[src/rtl/pfe_pkg.sv]
package pfe_pkg;
  // Which producer owns the request slot in a given cycle.
  typedef enum logic [1:0] {
    SRC_NONE = 2'd0,
    SRC_DEM  = 2'd1,
    SRC_IPF  = 2'd2,
    SRC_DPF  = 2'd3
  } req_src_e;
endpackage

[src/rtl/pfe_stream_table.sv]
module pfe_stream_table #(
  parameter int BA_W      = 26,
  parameter int OFF_W     = 6,
  parameter int NSTR      = 8,
  parameter int NEAR_BLKS = 4,
  parameter int DEPTH     = 2
) (
  input  logic            clk,
  input  logic            rst,
  input  logic            d_miss,
  input  logic [BA_W-1:0] miss_blk,
  input  logic            dpf_take,
  output logic            dpf_vld,
  output logic [BA_W-1:0] dpf_blk
);
  localparam int PG_W  = BA_W - OFF_W;
  localparam int IDX_W = (NSTR > 1) ? $clog2(NSTR) : 1;
  localparam int CR_W  = $clog2(DEPTH + 1);
  typedef logic [OFF_W:0] ext_t;

  logic             e_vld  [NSTR];
  logic             e_act  [NSTR];
  logic [PG_W-1:0]  e_page [NSTR];
  logic [OFF_W-1:0] e_last [NSTR];
  logic             e_dir  [NSTR];
  logic [OFF_W-1:0] e_str  [NSTR];
  ext_t             e_nxt  [NSTR];
  logic [CR_W-1:0]  e_cr   [NSTR];
  logic [IDX_W-1:0] e_rank [NSTR];

  logic [PG_W-1:0]  m_page;
  logic [OFF_W-1:0] m_off;
  assign m_page = miss_blk[BA_W-1:OFF_W];
  assign m_off  = miss_blk[OFF_W-1:0];

  function automatic ext_t step_off(input logic [OFF_W-1:0] o, input logic dn,
                                    input logic [OFF_W-1:0] s);
    step_off = dn ? ({1'b0, o} - {1'b0, s}) : ({1'b0, o} + {1'b0, s});
  endfunction

  logic             hit_any, free_any, sel_any;
  logic [IDX_W-1:0] hit_idx, free_idx, lru_idx, sel_idx, alloc_idx, touch_idx;
  logic [NSTR-1:0]  is_lru, out_vec;

  genvar g;
  generate
    for (g = 0; g < NSTR; g++) begin : g_flags
      assign is_lru[g]  = (e_rank[g] == '0);
      assign out_vec[g] = e_vld[g] && e_act[g] && e_nxt[g][OFF_W];
      // an active stream always carries a near, nonzero stride
      p_stride_near_r7: assert property (@(posedge clk) disable iff (rst)
        e_act[g] |-> (e_str[g] != '0 && e_str[g] < NEAR_BLKS));
    end
  endgenerate

  always_comb begin
    hit_any = 1'b0; hit_idx = '0;
    free_any = 1'b0; free_idx = '0;
    lru_idx = '0;
    sel_any = 1'b0; sel_idx = '0;
    for (int i = NSTR - 1; i >= 0; i--) begin
      if (e_vld[i] && e_page[i] == m_page) begin hit_any = 1'b1; hit_idx = IDX_W'(i); end
      if (!e_vld[i]) begin free_any = 1'b1; free_idx = IDX_W'(i); end
      if (is_lru[i]) lru_idx = IDX_W'(i);
      if (e_vld[i] && e_act[i] && e_cr[i] != '0 && !e_nxt[i][OFF_W]) begin
        sel_any = 1'b1; sel_idx = IDX_W'(i);
      end
    end
  end

  ext_t diff, mag;
  logic dn, near, touch_en;
  always_comb begin
    diff      = {1'b0, m_off} - {1'b0, e_last[hit_idx]};
    dn        = diff[OFF_W];
    mag       = dn ? (~diff + ext_t'(1)) : diff;
    near      = (mag != '0) && (mag < ext_t'(NEAR_BLKS));
    alloc_idx = free_any ? free_idx : lru_idx;
    touch_idx = hit_any ? hit_idx : alloc_idx;
    touch_en  = d_miss && (!hit_any || (!e_act[hit_idx] && near));
  end

  assign dpf_vld = sel_any;
  assign dpf_blk = {e_page[sel_idx], e_nxt[sel_idx][OFF_W-1:0]};

  always_ff @(posedge clk) begin
    if (rst) begin
      for (int i = 0; i < NSTR; i++) begin
        e_vld[i]  <= 1'b0;
        e_act[i]  <= 1'b0;
        e_page[i] <= '0;
        e_last[i] <= '0;
        e_dir[i]  <= 1'b0;
        e_str[i]  <= '0;
        e_nxt[i]  <= '0;
        e_cr[i]   <= '0;
        e_rank[i] <= IDX_W'(i);
      end
    end else begin
      // retire streams whose next block leaves the page
      for (int i = 0; i < NSTR; i++) begin
        if (out_vec[i]) begin
          e_vld[i] <= 1'b0;
          e_act[i] <= 1'b0;
        end
      end
      if (touch_en) begin
        for (int j = 0; j < NSTR; j++) begin
          if (IDX_W'(j) == touch_idx) e_rank[j] <= IDX_W'(NSTR - 1);
          else if (e_rank[j] > e_rank[touch_idx]) e_rank[j] <= e_rank[j] - 1'b1;
        end
      end
      if (dpf_take && sel_any) begin
        e_nxt[sel_idx] <= step_off(e_nxt[sel_idx][OFF_W-1:0], e_dir[sel_idx], e_str[sel_idx]);
        e_cr[sel_idx]  <= e_cr[sel_idx] - 1'b1;
      end
      if (d_miss) begin
        if (hit_any) begin
          e_last[hit_idx] <= m_off;
          if (e_act[hit_idx]) begin
            e_nxt[hit_idx] <= step_off(m_off, e_dir[hit_idx], e_str[hit_idx]);
            e_cr[hit_idx]  <= CR_W'(DEPTH);
          end else if (near) begin
            e_act[hit_idx] <= 1'b1;
            e_dir[hit_idx] <= dn;
            e_str[hit_idx] <= mag[OFF_W-1:0];
            e_nxt[hit_idx] <= step_off(m_off, dn, mag[OFF_W-1:0]);
            e_cr[hit_idx]  <= CR_W'(DEPTH);
          end
        end else begin
          e_vld[alloc_idx]  <= 1'b1;
          e_act[alloc_idx]  <= 1'b0;
          e_page[alloc_idx] <= m_page;
          e_last[alloc_idx] <= m_off;
          e_cr[alloc_idx]   <= '0;
        end
      end
    end
  end

  // the replacement order always names exactly one oldest slot
  p_one_lru_r10: assert property (@(posedge clk) disable iff (rst)
    $countones(is_lru) == 1);
  // a data prefetch is only taken when one is offered
  p_take_offered_r6: assert property (@(posedge clk) disable iff (rst)
    dpf_take |-> dpf_vld);
endmodule

[src/rtl/pfe_sbuf.sv]
module pfe_sbuf #(
  parameter int BA_W = 26
) (
  input  logic            clk,
  input  logic            rst,
  input  logic            i_miss,
  input  logic [BA_W-1:0] miss_blk,
  input  logic            ipf_take,
  output logic            sb_match,
  output logic            ipf_vld,
  output logic [BA_W-1:0] ipf_blk
);
  logic            sb_vld;
  logic [BA_W-1:0] sb_blk;
  logic            pend_vld;
  logic [BA_W-1:0] pend_blk;

  assign sb_match = i_miss && sb_vld && (sb_blk == miss_blk);
  assign ipf_vld  = pend_vld;
  assign ipf_blk  = pend_blk;

  always_ff @(posedge clk) begin
    if (rst) begin
      sb_vld   <= 1'b0;
      sb_blk   <= '0;
      pend_vld <= 1'b0;
      pend_blk <= '0;
    end else if (i_miss) begin
      // matching block moves to the cache, any other miss drops it
      sb_vld   <= 1'b0;
      pend_vld <= 1'b1;
      pend_blk <= miss_blk + 1'b1;
    end else if (ipf_take) begin
      sb_vld   <= 1'b1;
      sb_blk   <= pend_blk;
      pend_vld <= 1'b0;
    end
  end

  // a buffer hit empties the buffer
  p_hit_consumes_r4: assert property (@(posedge clk) disable iff (rst)
    sb_match |=> !sb_vld);
  // an issued sequential prefetch lands in the buffer
  p_fill_lands_r3: assert property (@(posedge clk) disable iff (rst)
    ipf_take |=> (sb_vld && sb_blk == $past(pend_blk)));
endmodule

[src/rtl/pfe_req_arb.sv]
module pfe_req_arb
  import pfe_pkg::*;
#(
  parameter int BA_W = 26
) (
  input  logic            clk,
  input  logic            rst,
  input  logic            miss_vld,
  input  logic            miss_instr,
  input  logic [BA_W-1:0] miss_blk,
  input  logic            sb_match,
  input  logic            mem_rdy,
  input  logic            ipf_vld,
  input  logic [BA_W-1:0] ipf_blk,
  input  logic            dpf_vld,
  input  logic [BA_W-1:0] dpf_blk,
  output logic            ipf_take,
  output logic            dpf_take,
  output logic            req_vld,
  output logic            req_pf,
  output logic            req_instr,
  output logic [BA_W-1:0] req_blk,
  output logic            buf_hit
);
  req_src_e src;

  always_comb begin
    if (miss_vld)     src = sb_match ? SRC_NONE : SRC_DEM;
    else if (!mem_rdy) src = SRC_NONE;
    else if (ipf_vld)  src = SRC_IPF;
    else if (dpf_vld)  src = SRC_DPF;
    else               src = SRC_NONE;
  end

  assign ipf_take = (src == SRC_IPF);
  assign dpf_take = (src == SRC_DPF);

  always_ff @(posedge clk) begin
    if (rst) begin
      req_vld   <= 1'b0;
      req_pf    <= 1'b0;
      req_instr <= 1'b0;
      req_blk   <= '0;
      buf_hit   <= 1'b0;
    end else begin
      req_vld <= (src != SRC_NONE);
      req_pf  <= (src == SRC_IPF) || (src == SRC_DPF);
      buf_hit <= sb_match;
      unique case (src)
        SRC_DEM: begin req_instr <= miss_instr; req_blk <= miss_blk; end
        SRC_IPF: begin req_instr <= 1'b1;       req_blk <= ipf_blk;  end
        SRC_DPF: begin req_instr <= 1'b0;       req_blk <= dpf_blk;  end
        default: begin req_instr <= 1'b0;       req_blk <= '0;       end
      endcase
    end
  end

  // prefetches only ride on spare cycles
  p_pf_spare_r6: assert property (@(posedge clk) disable iff (rst)
    (req_vld && req_pf) |-> $past(!miss_vld && mem_rdy));
  // an unserved miss is requested in the next cycle
  p_demand_next_r2: assert property (@(posedge clk) disable iff (rst)
    (miss_vld && !sb_match) |=> (req_vld && !req_pf && req_blk == $past(miss_blk)));
  // a buffer hit never coincides with a request
  p_hit_quiet_r4: assert property (@(posedge clk) disable iff (rst)
    buf_hit |-> !req_vld);
endmodule

[src/rtl/stream_prefetcher.sv]
module stream_prefetcher #(
  parameter int ADDR_W     = 32,
  parameter int BLK_W      = 6,
  parameter int PAGE_W     = 12,
  parameter int NSTR       = 8,
  parameter int NEAR_BYTES = 256,
  parameter int DEPTH      = 2
) (
  input  logic                    clk,
  input  logic                    rst,
  input  logic                    miss_vld,
  input  logic                    miss_instr,
  input  logic [ADDR_W-BLK_W-1:0] miss_blk,
  input  logic                    mem_rdy,
  output logic                    req_vld,
  output logic                    req_pf,
  output logic                    req_instr,
  output logic [ADDR_W-BLK_W-1:0] req_blk,
  output logic                    buf_hit
);
  localparam int BA_W      = ADDR_W - BLK_W;
  localparam int OFF_W     = PAGE_W - BLK_W;
  localparam int NEAR_BLKS = NEAR_BYTES >> BLK_W;

  logic            sb_match, ipf_vld, ipf_take, dpf_vld, dpf_take;
  logic [BA_W-1:0] ipf_blk, dpf_blk;

  pfe_sbuf #(.BA_W(BA_W)) u_sbuf (
    .clk      (clk),
    .rst      (rst),
    .i_miss   (miss_vld && miss_instr),
    .miss_blk (miss_blk),
    .ipf_take (ipf_take),
    .sb_match (sb_match),
    .ipf_vld  (ipf_vld),
    .ipf_blk  (ipf_blk)
  );

  pfe_stream_table #(
    .BA_W(BA_W), .OFF_W(OFF_W), .NSTR(NSTR), .NEAR_BLKS(NEAR_BLKS), .DEPTH(DEPTH)
  ) u_table (
    .clk      (clk),
    .rst      (rst),
    .d_miss   (miss_vld && !miss_instr),
    .miss_blk (miss_blk),
    .dpf_take (dpf_take),
    .dpf_vld  (dpf_vld),
    .dpf_blk  (dpf_blk)
  );

  pfe_req_arb #(.BA_W(BA_W)) u_arb (
    .clk        (clk),
    .rst        (rst),
    .miss_vld   (miss_vld),
    .miss_instr (miss_instr),
    .miss_blk   (miss_blk),
    .sb_match   (sb_match),
    .mem_rdy    (mem_rdy),
    .ipf_vld    (ipf_vld),
    .ipf_blk    (ipf_blk),
    .dpf_vld    (dpf_vld),
    .dpf_blk    (dpf_blk),
    .ipf_take   (ipf_take),
    .dpf_take   (dpf_take),
    .req_vld    (req_vld),
    .req_pf     (req_pf),
    .req_instr  (req_instr),
    .req_blk    (req_blk),
    .buf_hit    (buf_hit)
  );
endmodule

[config.mk]
export PLATFORM = sky130hd
export DESIGN_NAME = stream_prefetcher
export DESIGN_NICKNAME = d
export VERILOG_FILES = /design/src/rtl/pfe_pkg.sv /design/src/rtl/pfe_stream_table.sv /design/src/rtl/pfe_sbuf.sv /design/src/rtl/pfe_req_arb.sv /design/src/rtl/stream_prefetcher.sv
export SDC_FILE = /design/constraint.sdc
export NUM_CORES = 1
export LEC_CHECK = 0
export BUFFER_PORTS_ARGS = -buffer_cell sky130_fd_sc_hd__buf_2
export CORE_MARGIN = 2
export CORE_UTILIZATION = 30
export DETAILED_ROUTE_END_ITERATION = 10
export GPL_ROUTABILITY_DRIVEN = 0
export PLACE_DENSITY = 0.57
export SLEW_MARGIN = 10
export SYNTH_ARGS = -nofsm -noshare
export SYNTH_HDL_FRONTEND = slang
export SYNTH_SLANG_ARGS = --single-unit
[constraint.sdc]
create_clock -name clk -period 8.79 [get_ports clk]
set_input_delay 1.758 -clock clk [delete_from_list [all_inputs] [get_ports clk]]
set_output_delay 1.758 -clock clk [all_outputs]
set_load 0.01 [all_outputs]
==> results of run 1 <==
==> what timing repair did <==
item                                    in CTS  in global routing
endpoints found under the setup margin       0                 32
endpoints found under the hold margin        0                  0
setup buffers                                0                  1
gates resized for setup                      0                 35
hold buffers                                 0                  0
==> where the power goes <==
group | leakage, nW | switching [W] | internal, W
registers | 4.47 | 0.0000648 | 0.00244
logic | 6.97 | 0.000424 | 0.000295
clock network | 0.882 | 0.000968 | 0.00132
==> sequential cells by signal, summed over array words and instances, names as in the netlist, 8 cells and up <==
register	cells
u_table.e_dir	8
u_sbuf.ipf_blk	26
u_table.e_str	48
u_sbuf.sb_blk	26
u_table.e_page	160
u_table.e_rank	24
u_table.e_cr	16
u_table.e_vld	8
u_arb.req_blk	26
u_table.e_last	48
u_table.e_act	8
u_table.e_nxt	56
==> layout make-up <==
cell class	count	area share (%)
multi-input combinational	2140	41.2
antenna	1	0.00774
clock buffer	68	4.60
timing repair buffer	353	8.19
tap	1165	4.51
inverter	62	0.720
clock inverter	30	0.898
sequential	460	39.9
==> worst min-delay path by stage <==
stage,endpoint,slack [ns],cells past startpoint
2_1_floorplan,u_sbuf.sb_blk[1],0.44,2
3_3_place_gp,u_sbuf.sb_blk[16],0.45,2
3_5_place_dp,u_sbuf.sb_blk[24],0.46,2
4_1_cts,u_sbuf.sb_blk[14],0.47,2
5_1_grt,u_sbuf.sb_blk[24],0.48,2
6_report,u_sbuf.sb_blk[14],0.46,2
==> per-stage QoR <==
| step | worst slack, ns | util [%] | TNS, ns | power (W) |
|---|---|---|---|---|
| after floorplan | 0.0132 | - | 0 | 0.00293 |
| after global placement | -0.411 | 34.3 | -8.40 | 0.00324 |
| after detailed placement | -0.487 | 34.3 | -9.84 | 0.00325 |
| after CTS | 0.154 | 36.3 | 0 | 0.00551 |
| after global routing | 0.0243 | 36.5 | 0 | 0.00567 |
| final | 0.399 | 36.5 | 0 | 0.00551 |
==> per-layer routing <==
layer / GRT usage (%) / share of wire, % / up-vias
li1: - / - / 10500
met1: 28.5 / 45 / 11100
met2: 31.6 / 44 / 997
met3: 2.86 / 8.1 / 144
met4: 6.22 / 2.8 / 4
met5: 0 / 0.022 / -
==> layout by cell type (no fill, tap or decap), types with 18 or more instances in the layout <==
| master | Yosys | routed |
|---|---|---|
| nor4_1 | 24 | 19 |
| a211oi_1 | 35 | 35 |
| o21ai_0 | 86 | 80 |
| nand3_1 | 165 | 164 |
| xnor2_1 | 172 | 156 |
| inv_1 | 57 | 57 |
| mux2i_1 | 36 | 36 |
| nor3_1 | 31 | 29 |
| and3_1 | 50 | 50 |
| nand2b_1 | 19 | 18 |
| a31oi_1 | 24 | 24 |
| edfxtp_1 | 368 | 368 |
| nand4_1 | 74 | 74 |
| xnor2_2 | 3 | 19 |
| buf_4 | 7 | 282 |
| nor2_1 | 250 | 243 |
| nand2_1 | 455 | 455 |
| a21oi_1 | 81 | 76 |
| a21o_1 | 19 | 19 |
| a222oi_1 | 28 | 28 |
| dfxtp_1 | 92 | 92 |
| buf_2 | 15 | 57 |
| clkbuf_16 | 0 | 56 |
| xor2_1 | 62 | 62 |
| ha_1 | 66 | 66 |
| and2_1 | 171 | 170 |
| conb_1 | 1 | 32 |
==> cells by family after synthesis <==
logic type / count (synthesis)
DFF: 460
other: 1
and+or+nand+nor: 1348
AOI/OAI and AO/OA: 410
muxes: 44
adders and majority gates: 69
xor gates and xnor gates: 237
buffers and inverters: 248
==> tightest hold or removal path: cells and delay by family (launching register included) <==
family / cells / cell delay [ns]
AOI/OAI and AO/OA: 1 / 0.05
DFF: 1 / 0.31
and+or+nand+nor: 1 / 0.05
==> metrics, run 1 <==
status finished clean; Ys Warns 0; multi-input gate area in the final layout 13300 um2; first-pass GRT wire length 139000 um; # fillers 8901; dpl hpwl 68300 um; register area share after synthesis 48.0%; final setup skew 0.0377 ns; Placeable Area 88500 um2; Post-synth EDFFs 368; ys async rst share 0%; GRT Overall Usage 20.1%; Worst path slowest cell or4b_2; Placed Instances 4179; endpoint type of the worst setup path flop; number of nets with antenna violations after routing 0; WP buf/inv 7; synthesis-stage register bit count 460; post-synthesis adder-cell area fraction 3.30%; drt wl/cell 22.0 um; Critical Path RT 9.26 ns; # Max-Cap Violations 0; CTS tree built; Worst Setup Path Type primary input to flop; Crit. Startpoint miss_blk[14]; reg2reg end u_table.e_nxt[6][6]; Mapped Cells 2817; xor/xnor share of the synthesized area 7.82%; most common cell in the netlist nand2_1; Ports 61; clock buffer depth 3; crit path DAT 8.86 ns; port buffer count 60; std cell rows 109; hold slack 0.465 ns; vias in the first global route 21600; largest family of logic cells by synthesized area simple AND/OR/NAND/NOR gates; final net count 3170; CTS sink cnt 460; die span in x 303 um; RSZ-0062 raised after global routing no; Worst R2R Setup Slack 1.36 ns; worst slew pin tran 1.18 ns; Root Driver clkbuf_16; commonest cells in the synthesized netlist nand2_1, edfxtp_1, nor2_1; largest net degree at the start of global routing 81; Yosys cell types 94; clk slew on worst S/H paths 0.06 ns; Routed WL 94300 um; Stages on worst setup path 37; GRT Residual Overflow 0; sequential cell area 12900 um2; Synth Area in Compound Gates 10.7%; First DRT Iteration DRCs 2618; # DRC 0; share of the synthesized area in the top cell type 41.2%; final count of negative-setup-slack endpoints 0; final hold violations 0; R2R depth 35; RR Startpoint u_table.e_page[7][4]; crit path to u_table.e_nxt[6][6]; Synth Area in Simple Gates 24.6%; Placed Area 30300 um2; Max Slew Vio Count 0; Starting Density 30.3%; post-DR vias/cell 5.33; Clock Latency Late Sink 0.65 ns; CP Launch Type primary input; Peak VDD IR 0.146 mV; drt pass-1 iters 6; post-synthesis mux area share 1.74%; Synth Flop Type edfxtp_1; crit-path max FO 7; Die Ht 303 um; initial antenna violation count 4; Avg Inst Size Synth 9.53 um2; minimum clock period after layout 8.39 ns; Rel. slew slack 21.3%; H-tree depth 2; most used cell, CP buf_4; final worst-path cycle share 95.5%; Pleak 12.3 nW; slowest stage delay, CP 0.67 ns; share of cells above drive strength 1 18.2%; Final Instance Area 32300 um2; Final Non-Filler Cells 4279; via count 22800; Pwr Density 170 nW/um2; Max Fclk 0.119 GHz; worst hold path startpoint u_sbuf.sb_blk[14]; total die area 91900 um2; Synth area leader edfxtp_1; Num CTS Buffers 53; Synth area leaders edfxtp_1, dfxtp_1, nand2_1; worst min path class flop to flop; Synth-to-Final Area Change 20.5%; delay-heaviest family, CP simple AND/OR/NAND/NOR gates; Mapped Area 26800 um2
(Power assumes the default switching activity.)
==> run 2, diff against run 1 <==
--- a/config.mk
+++ b/config.mk
@@ -6,11 +6,12 @@
 export NUM_CORES = 1
 export LEC_CHECK = 0
 export BUFFER_PORTS_ARGS = -buffer_cell sky130_fd_sc_hd__buf_2
+export CORE_ASPECT_RATIO = 1.1
 export CORE_MARGIN = 2
 export CORE_UTILIZATION = 30
 export DETAILED_ROUTE_END_ITERATION = 10
 export GPL_ROUTABILITY_DRIVEN = 0
-export PLACE_DENSITY = 0.57
+export PLACE_DENSITY = 0.55
 export SLEW_MARGIN = 10
 export SYNTH_ARGS = -nofsm -noshare
 export SYNTH_HDL_FRONTEND = slang
==> constraint.sdc (replaced) <==
create_clock -name clk -period 8 [get_ports clk]
set_input_delay 1.6 -clock clk [delete_from_list [all_inputs] [get_ports clk]]
set_output_delay 1.6 -clock clk [all_outputs]
set_load 0.01 [all_outputs]
==> metrics, run 2 (synthesis gave the netlist of run 1 again) <==
routed wl met3 6360 um; dpl hpwl 70400 um; RSZ-0062 raised after global routing yes; total die area 91900 um2; worst min path class flop to flop; Largest regs u_table.e_page: 160 flops, u_table.e_nxt: 56 flops; GRT Residual Overflow 0; CP Launch Type primary input; hold worst-path end u_sbuf.sb_blk[5]; final worst-path cycle share 98.0%; Placeable Area 89100 um2; status finished clean; Max Slew Vio Count 0; clock power share 40.5%; first-pass GRT wire length 144000 um; worst slew pin tran 1.28 ns; clk slew on worst S/H paths 0.06 ns; endpoint type of the worst setup path flop; final count of negative-setup-slack endpoints 0; final hold violations 0; Max Fclk 0.127 GHz; minimum clock period after layout 7.84 ns; port buffer count 60; switch share 26.7%; reg2reg end u_table.e_nxt[6][6]; Reg with most FFs u_table.e_page; std cell rows 115; Die Ht 318 um; Pwr Density 181 nW/um2; crit path DAT 8.32 ns; GRT Overall Usage 20.7%; worst hold path startpoint u_sbuf.sb_blk[5]; Root Driver clkbuf_16; WHS Path Cells 2; M1 WL 40800 um; Worst path slowest cell or4_4; initial antenna violation count 0; # DRC 0; max FFs per register 160; sequential share of power 45.1%; drt pass-1 iters 6; final net count 3262; clock buffer depth 3; Clock Latency Late Sink 0.66 ns; final setup skew 0.0612 ns; hold bufs inserted after CTS 0; Synth-to-Final Area Change 26.2%; Worst Setup Path Type primary input to flop; CTS tree built; R2R depth 35; CTS sink cnt 460; # Max-Cap Violations 0; RR Startpoint u_table.e_page[7][6]; most frequent cells in the layout nand2_1, edfxtp_1, buf_4; Ports 61; Pwr Total 0.00611 W; vias in the first global route 22500; max layer used met4; Critical Path RT 8.47 ns; via count 23100; die span in x 289 um; most used cell, CP buf_4; Routed WL 96900 um; largest net degree at the start of global routing 81; Gate power share 14.5%; Worst R2R Setup Slack 0.91 ns; Starting Density 30.1%; Rel. slew slack 14.7%; Num CTS Buffers 54; commonest non-fill, non-tap cell in the layout nand2_1; share of cells above drive strength 1 22.7%; drt wl/cell 22.2 um; H-tree depth 2; number of nets with antenna violations after routing 0; Pleak 13.1 nW; hold slack 0.467 ns; Met2 Routed Length 45000 um; crit-path max FO 11; post-DR vias/cell 5.28; Cell Int Power 0.00448 W; slowest stage delay, CP 0.43 ns; Switching Power 0.00163 W; First DRT Iteration DRCs 2263; Peak VDD IR 0.173 mV
==> run 2: cell count changes in the layout (fill, tap and decap cells not counted), sizes merged <==
cell / before / now
clkbuf: 70 / 69
buf: 351 / 442
clkinvlp: 1 / 0
inv: 63 / 64
clkinv: 24 / 23
==> run 2: worst max path at each step <==
stage	endpoint	from	cells past startpoint	slack (ns)
floorplan	u_table.e_nxt[1][6]	miss_blk[21]	35	-0.27
global placement	u_table.e_nxt[6][6]	miss_blk[14]	34	-0.92
detailed placement	u_table.e_nxt[6][6]	miss_blk[14]	34	-0.97
CTS	u_table.e_nxt[6][6]	miss_blk[23]	36	0.0005
global route	u_table.e_nxt[6][6]	miss_blk[6]	36	-0.16
finish	u_table.e_nxt[6][6]	miss_blk[7]	35	0.16
==> run 2: power by group through the flow <==
stage | Clock, W | Sequential (W) | Combinational, W
3_5_place_dp | 0 | 0.00280 | 0.000829
2_1_floorplan | 0 | 0.00277 | 0.000459
3_3_place_gp | 0 | 0.00280 | 0.000826
5_1_grt | 0.00261 | 0.00276 | 0.000957
4_1_cts | 0.00251 | 0.00275 | 0.000842
6_report | 0.00247 | 0.00276 | 0.000884
==> run 2: cell type report <==
class | count | area (um2)
diodes | 1 | 2.50
clock buffers | 67 | 1440
clock inverters | 29 | 320
fillers | 8865 | 55200
inverters | 62 | 233
multi-input cells | 2140 | 13900
flip-flops and latches | 460 | 12900
well taps | 1170 | 1460
repair buffers | 444 | 3580
==> run 2: critical path, delay by kind of cell <==
kind / cells / cell delay [ns]
multiplexers: 2 / 0.62
AO/OA/AOI/OAI: 8 / 1.33
buffers and inverters: 7 / 1.21
AND/OR/NAND/NOR: 14 / 2.49
adder cells (fa/ha/maj): 2 / 0.57
XOR/XNOR: 2 / 0.48
==> run 2: per-layer routing <==
metal / global-route usage [%] / vias up
met5: 0 / -
met4: 9.76 / 0
met3: 2.27 / 186
met2: 33.1 / 923
met1: 27.8 / 11300
li1: - / 10700
==> run 2: what timing repair did <==
action                                  in CTS  in global routing
endpoints found under the setup margin      32                 32
endpoints found under the hold margin        0                  0
gates resized for setup                     35                112
setup buffers                                0                 14
pin swaps                                    3                 55
==> run 2: through the flow <==
step / area (um2) / setup slack (ns) / cells / setup TNS [ns] / util [%]
after CTS: 33100 / 0.000525 / 4358 / 0 / 37.2
after global placement: 31200 / -0.920 / 4262 / -31.56 / 35.1
after floorplan: 27200 / -0.265 / 2848 / -1.86 / -
final: 33900 / 0.157 / 4373 / 0 / 38.0
after global routing: 33900 / -0.161 / 4372 / -1.75 / 38.0
after detailed placement: 31200 / -0.975 / 4262 / -31.52 / 35.1
